<file path="config.mk">
export PLATFORM = sky130hd
export DESIGN_NAME = rdseq_top
export DESIGN_NICKNAME = d
export VERILOG_FILES = /design/src/rtl/rdseq_pkg.sv /design/src/rtl/rdseq_req_merge.sv /design/src/rtl/rdseq_trig_ctrl.sv /design/src/rtl/rdseq_scan.sv /design/src/rtl/rdseq_top.sv
export SDC_FILE = /design/constraint.sdc
export NUM_CORES = 1
export LEC_CHECK = 0
export BUFFER_PORTS_ARGS = -buffer_cell sky130_fd_sc_hd__buf_2
export CELL_PAD_IN_SITES_DETAIL_PLACEMENT = 0
export CELL_PAD_IN_SITES_GLOBAL_PLACEMENT = 2
export CORE_MARGIN = 2
export CORE_UTILIZATION = 19
export DETAILED_ROUTE_END_ITERATION = 7
export HOLD_SLACK_MARGIN = 0.05
export PLACE_DENSITY_LB_ADDON = 0.1
export RECOVER_POWER = 100
export SYNTH_ARGS = -nofsm -noshare
export SYNTH_HDL_FRONTEND = slang
export SYNTH_SLANG_ARGS = --single-unit
</file>
<file path="constraint.sdc">
create_clock -name clk -period 3.3 [get_ports clk]
set_input_delay 0.825 -clock clk [delete_from_list [all_inputs] [get_ports clk]]
set_output_delay 0.825 -clock clk [all_outputs]
set_load 0.02 [all_outputs]
</file>
<file path="src/rtl/rdseq_pkg.sv">
// Shared types and helpers for the readout sequencer.
// Assumes: counts passed to idx_w are at least 1.
package rdseq_pkg;

    // Phases of one readout sequence
    typedef enum logic [1:0] {
        ST_IDLE = 2'd0,
        ST_ARM  = 2'd1,
        ST_READ = 2'd2
    } seq_state_e;

    // Index width for a count of n items (never zero)
    function automatic int unsigned idx_w(input int unsigned n);
        return (n > 1) ? $clog2(n) : 1;
    endfunction

endpackage

</file>
<file path="src/rtl/rdseq_req_merge.sv">
// Merges channel discriminator flags into one request per chip,
// plus a single "any request" line for the control logic.
// Assumes: flags are synchronous to clk and chip-major ordered.
module rdseq_req_merge #(
    parameter int unsigned N_CHIPS = 9,
    parameter int unsigned N_CH    = 16
) (
    input  logic [N_CHIPS*N_CH-1:0] hit_i,
    output logic [N_CHIPS-1:0]      chip_req_o,
    output logic                    any_req_o
);

    // One OR tree per chip
    for (genvar k = 0; k < N_CHIPS; k++) begin : g_chip
        assign chip_req_o[k] = |hit_i[k*N_CH +: N_CH];
    end

    // Chain-wide request
    assign any_req_o = |chip_req_o;

endmodule

</file>
<file path="src/rtl/rdseq_trig_ctrl.sv">
// Sequence control: starts on a merged request, raises stop at once,
// raises hold after a programmable delay, and ends on the scan end
// pulse or on clear.
// Assumes: hold_dly_i is stable while a sequence runs.
module rdseq_trig_ctrl
    import rdseq_pkg::*;
#(
    parameter int unsigned DLY_W = 8
) (
    input  logic             clk,
    input  logic             rst_n,
    input  logic             clear_i,
    input  logic             any_req_i,
    input  logic [DLY_W-1:0] hold_dly_i,
    input  logic             scan_end_i,
    output logic             busy_o,
    output logic             stop_o,
    output logic             hold_o,
    output logic             read_o,
    output logic             done_o
);

    seq_state_e       state_q;
    logic [DLY_W-1:0] dly_q;
    logic             stop_q;
    logic             hold_q;
    logic             done_q;

    // Sequence state, delay count and the stop/hold/done registers
    always_ff @(posedge clk) begin
        if (!rst_n) begin
            state_q <= ST_IDLE;
            dly_q   <= '0;
            stop_q  <= 1'b0;
            hold_q  <= 1'b0;
            done_q  <= 1'b0;
        end else begin
            done_q <= 1'b0;
            if (clear_i) begin
                state_q <= ST_IDLE;
                dly_q   <= '0;
                stop_q  <= 1'b0;
                hold_q  <= 1'b0;
            end else begin
                case (state_q)
                    ST_IDLE: begin
                        if (any_req_i) begin
                            state_q <= ST_ARM;
                            stop_q  <= 1'b1;
                            dly_q   <= hold_dly_i;
                        end
                    end
                    ST_ARM: begin
                        if (dly_q == '0) begin
                            state_q <= ST_READ;
                            hold_q  <= 1'b1;
                        end else begin
                            dly_q <= dly_q - 1'b1;
                        end
                    end
                    ST_READ: begin
                        if (scan_end_i) begin
                            state_q <= ST_IDLE;
                            stop_q  <= 1'b0;
                            hold_q  <= 1'b0;
                            done_q  <= 1'b1;
                        end
                    end
                    default: state_q <= ST_IDLE;
                endcase
            end
        end
    end

    // Status decoded from the phase
    assign busy_o = (state_q != ST_IDLE);
    assign read_o = (state_q == ST_READ);
    assign stop_o = stop_q;
    assign hold_o = hold_q;
    assign done_o = done_q;

endmodule

</file>
<file path="src/rtl/rdseq_scan.sv">
// Chain scanner: paces conversions, steps energy/time, channel and
// chip, and passes the one-hot read token down the chain.
// Assumes: run_i is low for at least one cycle between sequences,
// so every count restarts from zero.
module rdseq_scan
    import rdseq_pkg::*;
#(
    parameter int unsigned N_CHIPS  = 9,
    parameter int unsigned N_CH     = 16,
    parameter int unsigned WORD_CYC = 4
) (
    input  logic                        clk,
    input  logic                        rst_n,
    input  logic                        run_i,
    output logic                        strobe_o,
    output logic [idx_w(N_CHIPS)-1:0]   chip_o,
    output logic [idx_w(N_CH)-1:0]      chan_o,
    output logic                        is_time_o,
    output logic [N_CHIPS-1:0]          token_o,
    output logic                        end_o
);

    localparam int unsigned CHIP_W = idx_w(N_CHIPS);
    localparam int unsigned CH_W   = idx_w(N_CH);

    logic              pace_zero;
    logic              pace_last;
    logic              step;
    logic              chan_last;
    logic              chip_last;
    logic [CHIP_W-1:0] chip_q;
    logic [CH_W-1:0]   chan_q;
    logic              time_q;
    logic [N_CHIPS-1:0] tok_q;

    // Conversion pacing: with one cycle per word no counter is needed
    if (WORD_CYC <= 1) begin : g_nopace
        assign pace_zero = 1'b1;
        assign pace_last = 1'b1;
    end else begin : g_pace
        localparam int unsigned PW = idx_w(WORD_CYC);
        logic [PW-1:0] pace_q;
        // Slot counter inside one word period
        always_ff @(posedge clk) begin
            if (!rst_n || !run_i) begin
                pace_q <= '0;
            end else if (pace_q == PW'(WORD_CYC - 1)) begin
                pace_q <= '0;
            end else begin
                pace_q <= pace_q + 1'b1;
            end
        end
        assign pace_zero = (pace_q == '0);
        assign pace_last = (pace_q == PW'(WORD_CYC - 1));
    end

    assign step      = run_i && pace_last;
    assign chan_last = (chan_q == CH_W'(N_CH - 1));
    assign chip_last = (chip_q == CHIP_W'(N_CHIPS - 1));

    // Word position along the chain and the read token
    always_ff @(posedge clk) begin
        if (!rst_n || !run_i) begin
            chip_q <= '0;
            chan_q <= '0;
            time_q <= 1'b0;
            tok_q  <= N_CHIPS'(1);
        end else if (step) begin
            time_q <= ~time_q;
            if (time_q) begin
                if (chan_last) begin
                    chan_q <= '0;
                    chip_q <= chip_q + 1'b1;
                    tok_q  <= tok_q << 1;
                end else begin
                    chan_q <= chan_q + 1'b1;
                end
            end
        end
    end

    assign strobe_o  = run_i && pace_zero;
    assign chip_o    = chip_q;
    assign chan_o    = chan_q;
    assign is_time_o = time_q;
    assign token_o   = run_i ? tok_q : '0;
    assign end_o     = step && time_q && chan_last && chip_last;

endmodule

</file>
<file path="src/rtl/rdseq_top.sv">
// Readout sequencer for a chain of multichannel front-end chips on one
// shared analog line: request merge, stop/hold timing, chip-by-chip
// token scan with energy and time words per channel.
// Assumes: inputs synchronous to clk; hold_dly_i constant during a run.
module rdseq_top
    import rdseq_pkg::*;
#(
    parameter int unsigned N_CHIPS  = 9,
    parameter int unsigned N_CH     = 16,
    parameter int unsigned DLY_W    = 8,
    parameter int unsigned WORD_CYC = 4
) (
    input  logic                        clk,
    input  logic                        rst_n,
    input  logic                        clear_i,
    input  logic [N_CHIPS*N_CH-1:0]     hit_i,
    input  logic [DLY_W-1:0]            hold_dly_i,
    output logic [N_CHIPS-1:0]          chip_req_o,
    output logic                        stop_o,
    output logic                        hold_o,
    output logic                        busy_o,
    output logic                        done_o,
    output logic [N_CHIPS-1:0]          token_o,
    output logic                        word_valid_o,
    output logic [idx_w(N_CHIPS)-1:0]   word_chip_o,
    output logic [idx_w(N_CH)-1:0]      word_chan_o,
    output logic                        word_is_time_o
);

    logic any_req;
    logic read_en;
    logic scan_end;

    rdseq_req_merge #(.N_CHIPS(N_CHIPS), .N_CH(N_CH)) u_merge (
        .hit_i      (hit_i),
        .chip_req_o (chip_req_o),
        .any_req_o  (any_req)
    );

    rdseq_trig_ctrl #(.DLY_W(DLY_W)) u_ctrl (
        .clk        (clk),
        .rst_n      (rst_n),
        .clear_i    (clear_i),
        .any_req_i  (any_req),
        .hold_dly_i (hold_dly_i),
        .scan_end_i (scan_end),
        .busy_o     (busy_o),
        .stop_o     (stop_o),
        .hold_o     (hold_o),
        .read_o     (read_en),
        .done_o     (done_o)
    );

    rdseq_scan #(.N_CHIPS(N_CHIPS), .N_CH(N_CH), .WORD_CYC(WORD_CYC)) u_scan (
        .clk       (clk),
        .rst_n     (rst_n),
        .run_i     (read_en),
        .strobe_o  (word_valid_o),
        .chip_o    (word_chip_o),
        .chan_o    (word_chan_o),
        .is_time_o (word_is_time_o),
        .token_o   (token_o),
        .end_o     (scan_end)
    );

endmodule

</file>
==> results.txt, run 1 <==
Run status: complete, no violations
WHS: 0.4523 ns
Synthesis warning total: 0
Die area: 11,390 sq um
GRT overflow: 0
Crit path DAT: 1.87 ns
Number of enable flip-flop cells after synthesis: 0
Max-slew violations: 0
Die X: 106.7 microns
Core area: 10,280 sq um
Chip height: 106.7 microns
Synthesized area per cell: 7.835 sq um
I/O pin total: 187
Post-synthesis compound-gate area fraction: 12.85%
Cell count after synthesis: 256
Worst IR drop on VDD: 130.0 uV
Cts hold-fix bufs: 0
DRT Pass-1 Iters: 4
Post-route ant nets: 0
WL met2: 4.120 mm
Uppermost routed layer: met4
Crit Path Max Fanout: 15
Yosys top cell area share: 32.94%
Clock Latency Late Sink: 0.28 ns
Worst setup SP type: register
Htree depth: 2
Synth Area in XOR/XNOR: 2.620%
Worst reg2reg setup slack: 0.88 ns
Pwr/cell area: 332.3 nW/um^2
Post-CTS sizing: 0
Post-DP HPWL: 7.206 mm
Vias: 2,574
Clk_skew: 0.004637 ns
Largest family of logic cells by synthesized area: simple AND/OR/NAND/NOR gates
Final WL: 8.519 mm
CP max stage delay: 0.51 ns
Most frequent cell after synthesis: nor4_1
Critical path data required time: 2.47 ns
Initial Util: 19.52%
Root Buffer: clkbuf_8
WL/cell: 14.74 microns
Ant diodes: 0
Worst path slowest cell: clkbuf_1
Fillcell total: 1,192
Placer Congestion: 0.9085
Setup_tns: 0 ns
Slew headroom: 52.79%
Clock transition at path regs: 0.07 ns
Mux contribution to synthesized area: 2.994%
Mapped Area: 2006 sq um
Met3 WL: 600 microns
Wl on met1: 3.594 mm
Maximum clock path buffer count: 2
Final setup violation count: 0
Synth top cells by count: nor4_1 (40), dfxtp_1 (33), nand2_1 (31)
Net Count, Synth: 422
Top FF cell, synth: dfxtp_1
Async set-reset flop share out of synthesis: 0%
Post-synth cell types: 38
Worst-path cell chain: inv_1 -> ha_1 -> clkbuf_1 -> and2_1 -> clkbuf_1
Worst-Margin Slew: 0.7067 ns
CTS Sinks: 33
Number of global-route vias before repair: 2,589
Iter 0 DRT Violations: 64
# Max-Cap Violations: 0
Post-layout min period: 2.691 ns
Clock buffer count from CTS: 5
Global-route usage over all layers: 14.74%
CTS tree: built
Most Frequent Cell on Critical Path: clkbuf_1
IO buf count: 186
Post-synthesis sequential area ratio: 32.94%
Pleak: 0.001422 uW
Drt drc: 0
Power, Total: 1048 uW
Final nets: 607
DR vias/cell: 4.453
RSZ-0062 raised after global routing: false
Initial antenna violation count: 0
# Post-CTS Setup Buffers: 0
Share of cells above drive strength 1: 38.24%
Largest net degree at the start of global routing: 24
Hold Path Class: reg -> reg
Std-Cell Rows: 37
Area delta synth->final: 57.27%
Yosys reg bits: 33
Crit share post-route: 81.55%
FMAX: 371.6 MHz
Top area cells in the synthesized netlist: dfxtp_1 (33%), nor4_1 (12%), ha_1 (6.9%)
CP Capture Type: output pin
Fin. Hold Viols: 0
Post-Synth Simple-Gate Area: 36.93%
First-pass GRT wire length: 13.09 mm
Cell taking the most area after synthesis: dfxtp_1
Adder-cell share of the synthesized area: 6.862%
Critical setup path kind: reg -> out
[power breakdown]
group / internal, uW / total, uW / switching [uW]
Sequential: 411 / 422 / 10.6
Combinational: 117 / 231 / 114
Clock: 246 / 396 / 150
Total: 774 / 1050 / 274
[cell usage in the layout, fill, tap and decap left out, types with 3 or more instances in the layout]
cell and instances:
nand4_1 11, inv_1 12, clkbuf_8 6, buf_2 158
and2_1 7, nor4_1 40, xnor2_1 3, nand3_1 8
and2_0 5, o21ai_0 6, ha_1 11, clkbuf_1 31
dfxtp_1 33, mux2i_1 6, nor3_1 5, nand2_1 31
nor2_1 18, a21oi_1 15, xor2_1 3
[kinds of logic after synthesis]
group	after synthesis
buf+inv	24
flops	33
compound gates	40
xor+xnor	6
mux	6
fa+ha+maj	11
simple gates	136
[worst paths after layout]
| check | from | endpoint | cells past startpoint |
|---|---|---|---|
| worst min-delay path | u_scan.tok_q[8]$_SDFFE_PP0P_ | u_scan.tok_q[8]$_SDFFE_PP0P_ | 2 |
| worst min register to register | u_scan.tok_q[8]$_SDFFE_PP0P_ | u_scan.tok_q[8]$_SDFFE_PP0P_ | 2 |
| worst max-delay path | u_ctrl.state_q[0]$_SDFFE_PP0P_ | token_o[8] | 5 |
| worst max register to register | u_scan.g_pace.pace_q[0]$_SDFF_PP0_ | u_ctrl.hold_o$_SDFFE_PP0P_ | 8 |
[sequential cells by signal, indices dropped and copies added, names as in the netlist, 2 cells and up]
| register | count |
|---|---|
| u_scan.tok_q | 9 |
| u_ctrl.dly_q | 8 |
| u_scan.chan_o | 4 |
| u_scan.chip_o | 4 |
| u_ctrl.state_q | 2 |
| u_scan.g_pace.pace_q | 2 |
[cell type report]
class | count | area [sq um] | area share, %
Inverter | 12 | 45.04 | 1.428
Timing Repair Buffer | 190 | 918.4 | 29.12
Multi-Input combinational cell | 199 | 1244 | 39.43
Clock buffer | 7 | 86.33 | 2.737
Tap cell | 136 | 170.2 | 5.395
Sequential cell | 33 | 660.6 | 20.94
Clock inverter | 1 | 30.03 | 0.9520
[critical path: cells and delay by family (launching register included)]
kind                       cells  cell delay (ns)
DFF                            1             0.31
and+or+nand+nor                1             0.22
adders and majority gates      1             0.20
buffers and inverters          3             0.86
[metal layers]
metal  GRT usage (%)  vias to the layer above
li1                -                     1316
met1           17.66                     1142
met2           25.07                      100
met3           4.195                       16
met4           5.380                        0
met5               0                        -
[through the flow]
stage,area [sq um],utilization (%),setup WS (ns),cells
floorplan,2006,-,0.8329,256
global placement,3085,30.02,0.4446,570
detailed placement,3085,30.02,0.4185,570
CTS,3202,31.15,0.7065,578
global route,3154,30.69,0.3496,578
finish,3154,30.69,0.6089,578
Note: power is estimated with default switching activity, not from simulation.
==> run 2, diff against run 1 <==
Settings changed: ABC_AREA from default to 1, CORE_UTILIZATION 19 to 15.
Clock period 3.3 ns to 2.2 ns, I/O delays scaled along.
==> run 2 against run 1 <==
Effect of this change: sequential power rose by 51%; cell area is 14% higher; critical path depth increased by 1; sequential share of layout area shrank 2.5 points; hold slack better by 0.0056 ns; global-route usage down 2.6 points; first-iteration DRC count rose by 39%; routed wire length is 13% higher; worst setup slack worse by 0.42 ns; sequential cell count unchanged; register-to-register slack worse by 0.57 ns; highest routed layer unchanged; power rose by 89%.
==> results.txt, run 2 <==
Cell taking the most area after synthesis: dfxtp_1
Most frequent cell after synthesis: nor2_1
Critical path data required time: 1.65 ns
GRT overflow: 0
Initial Util: 15.43%
WL/cell: 12.47 microns
Final nets: 754
Top area cells in the synthesized netlist: dfxtp_1 (29%), nor2_1 (24%), nand2_1 (16%)
Critical path buffers and inverters: 4
Final WL: 9.642 mm
R2R depth: 12
Worst setup SP type: register
Cell count after synthesis: 395
Largest net degree at the start of global routing: 16
# Max-Cap Violations: 0
Ant diodes: 0
Final instance area: 3581 sq um
Clk_skew: 0.005283 ns
Yosys reg bits: 33
Number of global-route vias before repair: 3,134
Placer Congestion: 0.7622
Finished Layout Cells: 773
CTS Sinks: 33
Max reg flops: 9
Largest regs: u_scan.tok_q: 9 flops, u_ctrl.dly_q: 8 flops
Worst hold path depth: 2
Setup_tns: 0 ns
Clock Latency Late Sink: 0.28 ns
Clock transition at path regs: 0.06 ns
RSZ-0062 raised after global routing: false
Reg2reg start: u_ctrl.state_q[0]$_SDFFE_PP0P_
Post-CTS sizing: 0
Clock buffer count from CTS: 5
Top delay family on crit path: buffers and inverters
IO buf count: 186
Share of cells above drive strength 1: 30.56%
Final setup violation count: 0
Maximum clock path buffer count: 2
Initial antenna violation count: 0
Post-synthesis sequential area ratio: 29.24%
Pwr/cell area: 552.8 nW/um^2
Core area: 14,640 sq um
CP Capture Type: output pin
Hold Path Class: in -> reg
Drt drc: 0
Critical setup path kind: reg -> out
DRT Pass-1 Iters: 6
Max-slew violations: 0
DR vias/cell: 3.820
# Post-CTS Setup Buffers: 0
Vias: 2,953
Pleak: 0.001841 uW
Post-layout min period: 2.009 ns
Iter 0 DRT Violations: 89
Run status: complete, no violations
Crit share post-route: 91.32%
Die area: 16,060 sq um
Worst-Margin Slew: 0.3938 ns
Htree depth: 2
Synthesized area per cell: 5.721 sq um
Most Frequent Cell on Critical Path: inv_1
FMAX: 497.8 MHz
Cts hold-fix bufs: 0
Worst reg2reg setup slack: 0.31 ns
Top FF cell, synth: dfxtp_1
First-pass GRT wire length: 15.51 mm
Global-route usage over all layers: 12.11%
Synthesis warning total: 0
Yosys top cell area share: 29.24%
Crit Path Max Fanout: 15
Worst path slowest cell: dfxtp_1
Die X: 126.7 microns
I/O pin total: 187
CP max stage delay: 0.32 ns
Std-Cell Rows: 44
Post-route ant nets: 0
Number of enable flip-flop cells after synthesis: 0
Worst IR drop on VDD: 225.3 uV
Largest Register: u_scan.tok_q
Placed cell count: 765
Area delta synth->final: 58.47%
Post-synth cell types: 28
Hold wc startpoint: clear_i
Crit path DAT: 1.46 ns
Root Buffer: clkbuf_16
Commonest non-fill, non-tap cell in the layout: buf_2
Net Count, Synth: 561
Synth top cells by count: nor2_1 (142), nand2_1 (97), inv_1 (37)
Hold EP: u_ctrl.done_o$_SDFF_PP0_
CTS tree: built
Post-Place Cell Area: 3443 sq um
Slew headroom: 73.72%
Fin. Hold Viols: 0
FF-to-FF End: u_ctrl.hold_o$_SDFFE_PP0P_
Chip height: 126.7 microns
Mapped Area: 2260 sq um
Worst-path cell chain: inv_1 -> ha_1 -> buf_4 -> nand2_1 -> inv_1 -> clkbuf_1
Post-DP HPWL: 8.394 mm
Async set-reset flop share out of synthesis: 0%
Commonest non-fill, non-tap cells in the layout: buf_2 (159), nor2_1 (142), nand2_1 (97)
-- run 2: changes by cell type in the layout (fill, tap and decap cells not counted), moves of 7 or more --
cell,delta
nor2_1,+124
nand2_1,+66
nor4_1,-40
inv_1,+25
o21ai_0,+13
nand4_1,-9
a21oi_1,-8
nand3_1,+8
and2_1,-7
-- run 2: worst reg2reg max path, stage by stage, from the launching register on --
cell	delay, ns
dfxtp_1	0.32
inv_1	0.10
ha_1	0.19
nand3_2	0.17
nor2_4	0.23
nand4_1	0.20
nand2_1	0.13
nand2_1	0.07
clkinv_1	0.08
nand2_1	0.07
nand2_1	0.05
o21ai_1	0.05
and2_0	0.13
-- run 2: how the worst max path moves through the flow --
stage	from	cells after the start	endpoint
CTS	u_ctrl.state_q[0]$_SDFFE_PP0P_	6	token_o[0]
floorplan	hit_i[95]	10	u_ctrl.dly_q[1]$_SDFFE_PP0P_
global route	u_ctrl.state_q[0]$_SDFFE_PP0P_	6	token_o[8]
detailed placement	hit_i[61]	11	u_ctrl.dly_q[5]$_SDFFE_PP0P_
finish	u_ctrl.state_q[0]$_SDFFE_PP0P_	6	token_o[6]
global placement	hit_i[61]	11	u_ctrl.dly_q[1]$_SDFFE_PP0P_
-- run 2: cell families after synthesis --
family                   after synthesis  share of synthesized area, %
AO/OA/AOI/OAI                         32                         7.696
XOR/XNOR                               4                         1.551
adder cells (fa/ha/maj)               11                         6.091
buffers and inverters                 45                         7.475
flip-flops                            33                         29.24
multiplexers                           1                        0.4430
AND/OR/NAND/NOR                      269                         47.51
-- run 2: final cells by class --
type | instances | area (sq um)
Multi-Input combinational cell | 317 | 1424
Tap cell | 184 | 230.2
Clock buffer | 6 | 138.9
Sequential cell | 33 | 660.6
Inverter | 39 | 146.4
Fill cell | 1751 | 11060
Timing Repair Buffer | 192 | 943.4
Clock inverter | 2 | 37.54
-- run 2: per-stage QoR --
stage               setup WS [ns]  total power, uW  hold WS (ns)  util (%)
floorplan                  0.4541            929.2        0.4323         -
global placement           0.1426             1163        0.4438     23.51
detailed placement         0.1441             1159        0.4646     23.51
CTS                        0.1921             2005        0.4567     24.72
global route              0.05761             2112        0.4644     24.45
finish                     0.1910             1979        0.4580     24.45
-- run 2: metal layers --
layer | vias up | track usage [%] | share of wire [%]
met5 | - | 0 | 0
met4 | 0 | 3.103 | 1.8
met2 | 85 | 23.75 | 53
li1 | 1600 | - | -
met1 | 1255 | 13.50 | 41
met3 | 13 | 1.898 | 4.8
-- run 2: report_power, final --
part	switching [uW]	total [uW]	internal, uW
Clock	278	843	565
Combinational	263	497	233
Sequential	16.4	639	623
Total	558	1980	1420
==> run 3, diff against run 2 <==
Settings changed: SYNTH_HIERARCHICAL from default to 1.
==> run 3 against run 2 <==
Effect of this change: cell area is 5.0% lower; routed wire length is 7.9% lower; clock-buffer cell count rose by 1; sequential power shrank 2%; first-iteration DRC count shrank 12%; via count shrank 3.4%; register-to-register slack worse by 0.07 ns; synthesized cell count fell by 6.6%; clock power is 19% lower; hold slack about the same; critical path depth unchanged; critical path type unchanged; critical endpoint is now token_o[8]; highest routed layer unchanged.
==> results.txt, run 3 <==
DR vias/cell: 3.855
Async set-reset flop share out of synthesis: 0%
Most frequent cell after synthesis: nor2_1
Power share of the combinational group: 19.0%
Post-DP HPWL: 7.824 mm
FMAX: 489.4 MHz
Initial antenna violation count: 1
Critical path buffers and inverters: 4
Critical setup path kind: reg -> out
Finished Layout Cells: 740
RSZ-0062 raised after global routing: false
Sw power: 400.5 uW
Iter 0 DRT Violations: 78
Worst setup SP type: register
Clock buffer count from CTS: 5
Pwr/cell area: 474.8 nW/um^2
Net Count, Synth: 531
Top area cells in the synthesized netlist: dfxtp_1 (30%), nor2_1 (23%), nand2_1 (13%)
Worst-Margin Slew: 0.6343 ns
Final setup violation count: 0
Post-route ant nets: 0
Post-layout min period: 2.043 ns
Commonest non-fill, non-tap cells in the layout: buf_2 (156), nor2_1 (132), nand2_1 (73)
Crit share post-route: 92.88%
Mapped Area: 2168 sq um
Fillcell total: 1,672
Hold wc startpoint: u_scan/g_pace.pace_q[0]$_SDFF_PP0_
Crit path DAT: 1.49 ns
Global-route usage over all layers: 11.60%
Area delta synth->final: 56.84%
Number of enable flip-flop cells after synthesis: 0
Setup_tns: 0 ns
Clock power share: 42.2%
Worst-path cell chain: inv_1 -> nor2_1 -> buf_4 -> nand2_1 -> inv_1 -> clkbuf_1
Vias: 2,853
Reg power frac: 38.7%
Max-slew violations: 0
Cell count after synthesis: 369
Commonest non-fill, non-tap cell in the layout: buf_2
CP max stage delay: 0.32 ns
Switch share: 24.80%
Run status: complete, no violations
Hold Path Class: reg -> reg
Largest regs: u_scan/tok_q: 9 flops, u_ctrl/dly_q: 8 flops
Post-CTS sizing: 0
Flip-flop and latch area: 660.6 sq um
Worst path slowest cell: dfxtp_1
Die area: 15,430 sq um
Int Pwr: 1214 uW
Cell taking the most area after synthesis: dfxtp_1
Final WL: 8.885 mm
Fin. Hold Viols: 0
Core area: 13,990 sq um
GRT overflow: 0
First-pass GRT wire length: 14.52 mm
Pleak: 0.001698 uW
DRT Pass-1 Iters: 4
Max reg flops: 9
Synthesis warning total: 6
Clk_skew: 0.003320 ns
Cts hold-fix bufs: 0
Share of cells above drive strength 1: 32.38%
Initial Util: 15.50%
CP Capture Type: output pin
Post-synthesis sequential area ratio: 30.47%
Crit Path Max Fanout: 11
Worst setup startpoint: u_ctrl/state_q[1]$_SDFFE_PP0P_
Post-synth cell types: 27
WL/cell: 12.01 microns
Yosys reg bits: 33
Worst IR drop on VDD: 233.4 uV
Htree depth: 2
Slew headroom: 57.71%
Number of global-route vias before repair: 3,133
Most Frequent Cell on Critical Path: inv_1
CTS Sinks: 33
Placer Congestion: 0.8265
Largest Register: u_scan/tok_q
Die X: 124.2 microns
Area taken by multi-input logic gates: 1306 sq um
Synthesized area per cell: 5.876 sq um
Std-Cell Rows: 43
Reg2reg start: u_ctrl/state_q[1]$_SDFFE_PP0P_
IO buf count: 186
# Post-CTS Setup Buffers: 0
Maximum clock path buffer count: 2
Critical path data required time: 1.65 ns
Synth top cells by count: nor2_1 (131), nand2_1 (73), inv_1 (36)
Chip height: 124.2 microns
Clock transition at path regs: 0.05 ns
Clock Latency Late Sink: 0.27 ns
Yosys top cell area share: 30.47%
Top FF cell, synth: dfxtp_1
Final nets: 721
Largest net degree at the start of global routing: 17
CTS tree: built
# Max-Cap Violations: 0
Top delay family on crit path: buffers and inverters
Drt drc: 0
I/O pin total: 187
Placed cell count: 732
Root Buffer: clkbuf_16
run 3: cell types whose count changed in the layout (fill, tap and decap cells not counted), moves of 7 or more:
cell     change
nand2_1     -24
nor2_1      -10
nand4_1      +8
a21oi_1      +7
run 3: logic make-up after synthesis:
| logic type | after synthesis | share of synthesized area (%) |
|---|---|---|
| AND/OR/NAND/NOR | 249 | 47.78 |
| buffers and inverters | 44 | 8.943 |
| AO/OA/AOI/OAI | 35 | 8.367 |
| flip-flops | 33 | 30.47 |
| adder cells (fa/ha/maj) | 7 | 4.039 |
| XOR/XNOR | 1 | 0.4040 |
run 3: power by group through the flow:
stage,sequential (uW),combinational [uW],clock (uW)
after detailed placement,638,313,0
after global routing,627,358,732
after floorplan,636,143,0
final,626,307,682
after CTS,626,314,698
after global placement,639,314,0
run 3: path summary, 6_finish.rpt:
path | to | slack, ns | cells after the start
max reg2reg | u_scan/chip_o[3]$_SDFFE_PP0P_ | 0.24 | 8
min reg2reg | u_scan/g_pace.pace_q[0]$_SDFF_PP0_ | 0.46 | 1
max | token_o[8] | 0.16 | 6
min | u_scan/g_pace.pace_q[0]$_SDFF_PP0_ | 0.46 | 1
run 3: cell type report:
cell class | count | share of cell area (%)
multi-input cells | 292 | 38.41
repair buffers | 188 | 26.82
flip-flops and latches | 33 | 19.43
well taps | 180 | 6.623
inverters | 39 | 4.452
clock buffers | 7 | 4.194
diodes | 1 | 0.07358
run 3: worst register-to-register path: stages, from the launching register on:
cell and delay [ns]:
dfxtp_1 0.32, inv_1 0.06, nor2_1 0.25, nand3_1 0.28, nor2_4 0.17, clkbuf_1 0.50, nand3_1 0.14, nand2_1 0.09
nor2_1 0.04
run 3: per-stage QoR:
step | setup WS, ns | total power (uW) | hold slack [ns] | util, % | instance area [sq um]
3_5_place_dp | 0.1526 | 951.2 | 0.4512 | 23.57 | 3297
4_1_cts | 0.1326 | 1638 | 0.4620 | 24.59 | 3440
5_1_grt | 0.02782 | 1716 | 0.4770 | 24.31 | 3401
3_3_place_gp | 0.1809 | 952.6 | 0.4424 | 23.57 | 3297
6_report | 0.1566 | 1615 | 0.4585 | 24.31 | 3401
2_1_floorplan | 0.4368 | 778.5 | 0.4323 | - | 2168
run 3: routing by layer:
layer	GRT usage [%]	part of all wire (%)	vias up
li1	-	-	1529
met1	12.44	40	1204
met2	20.99	49	113
met3	4.346	9.2	7
met4	3.635	1.7	0
met5	0	0	-
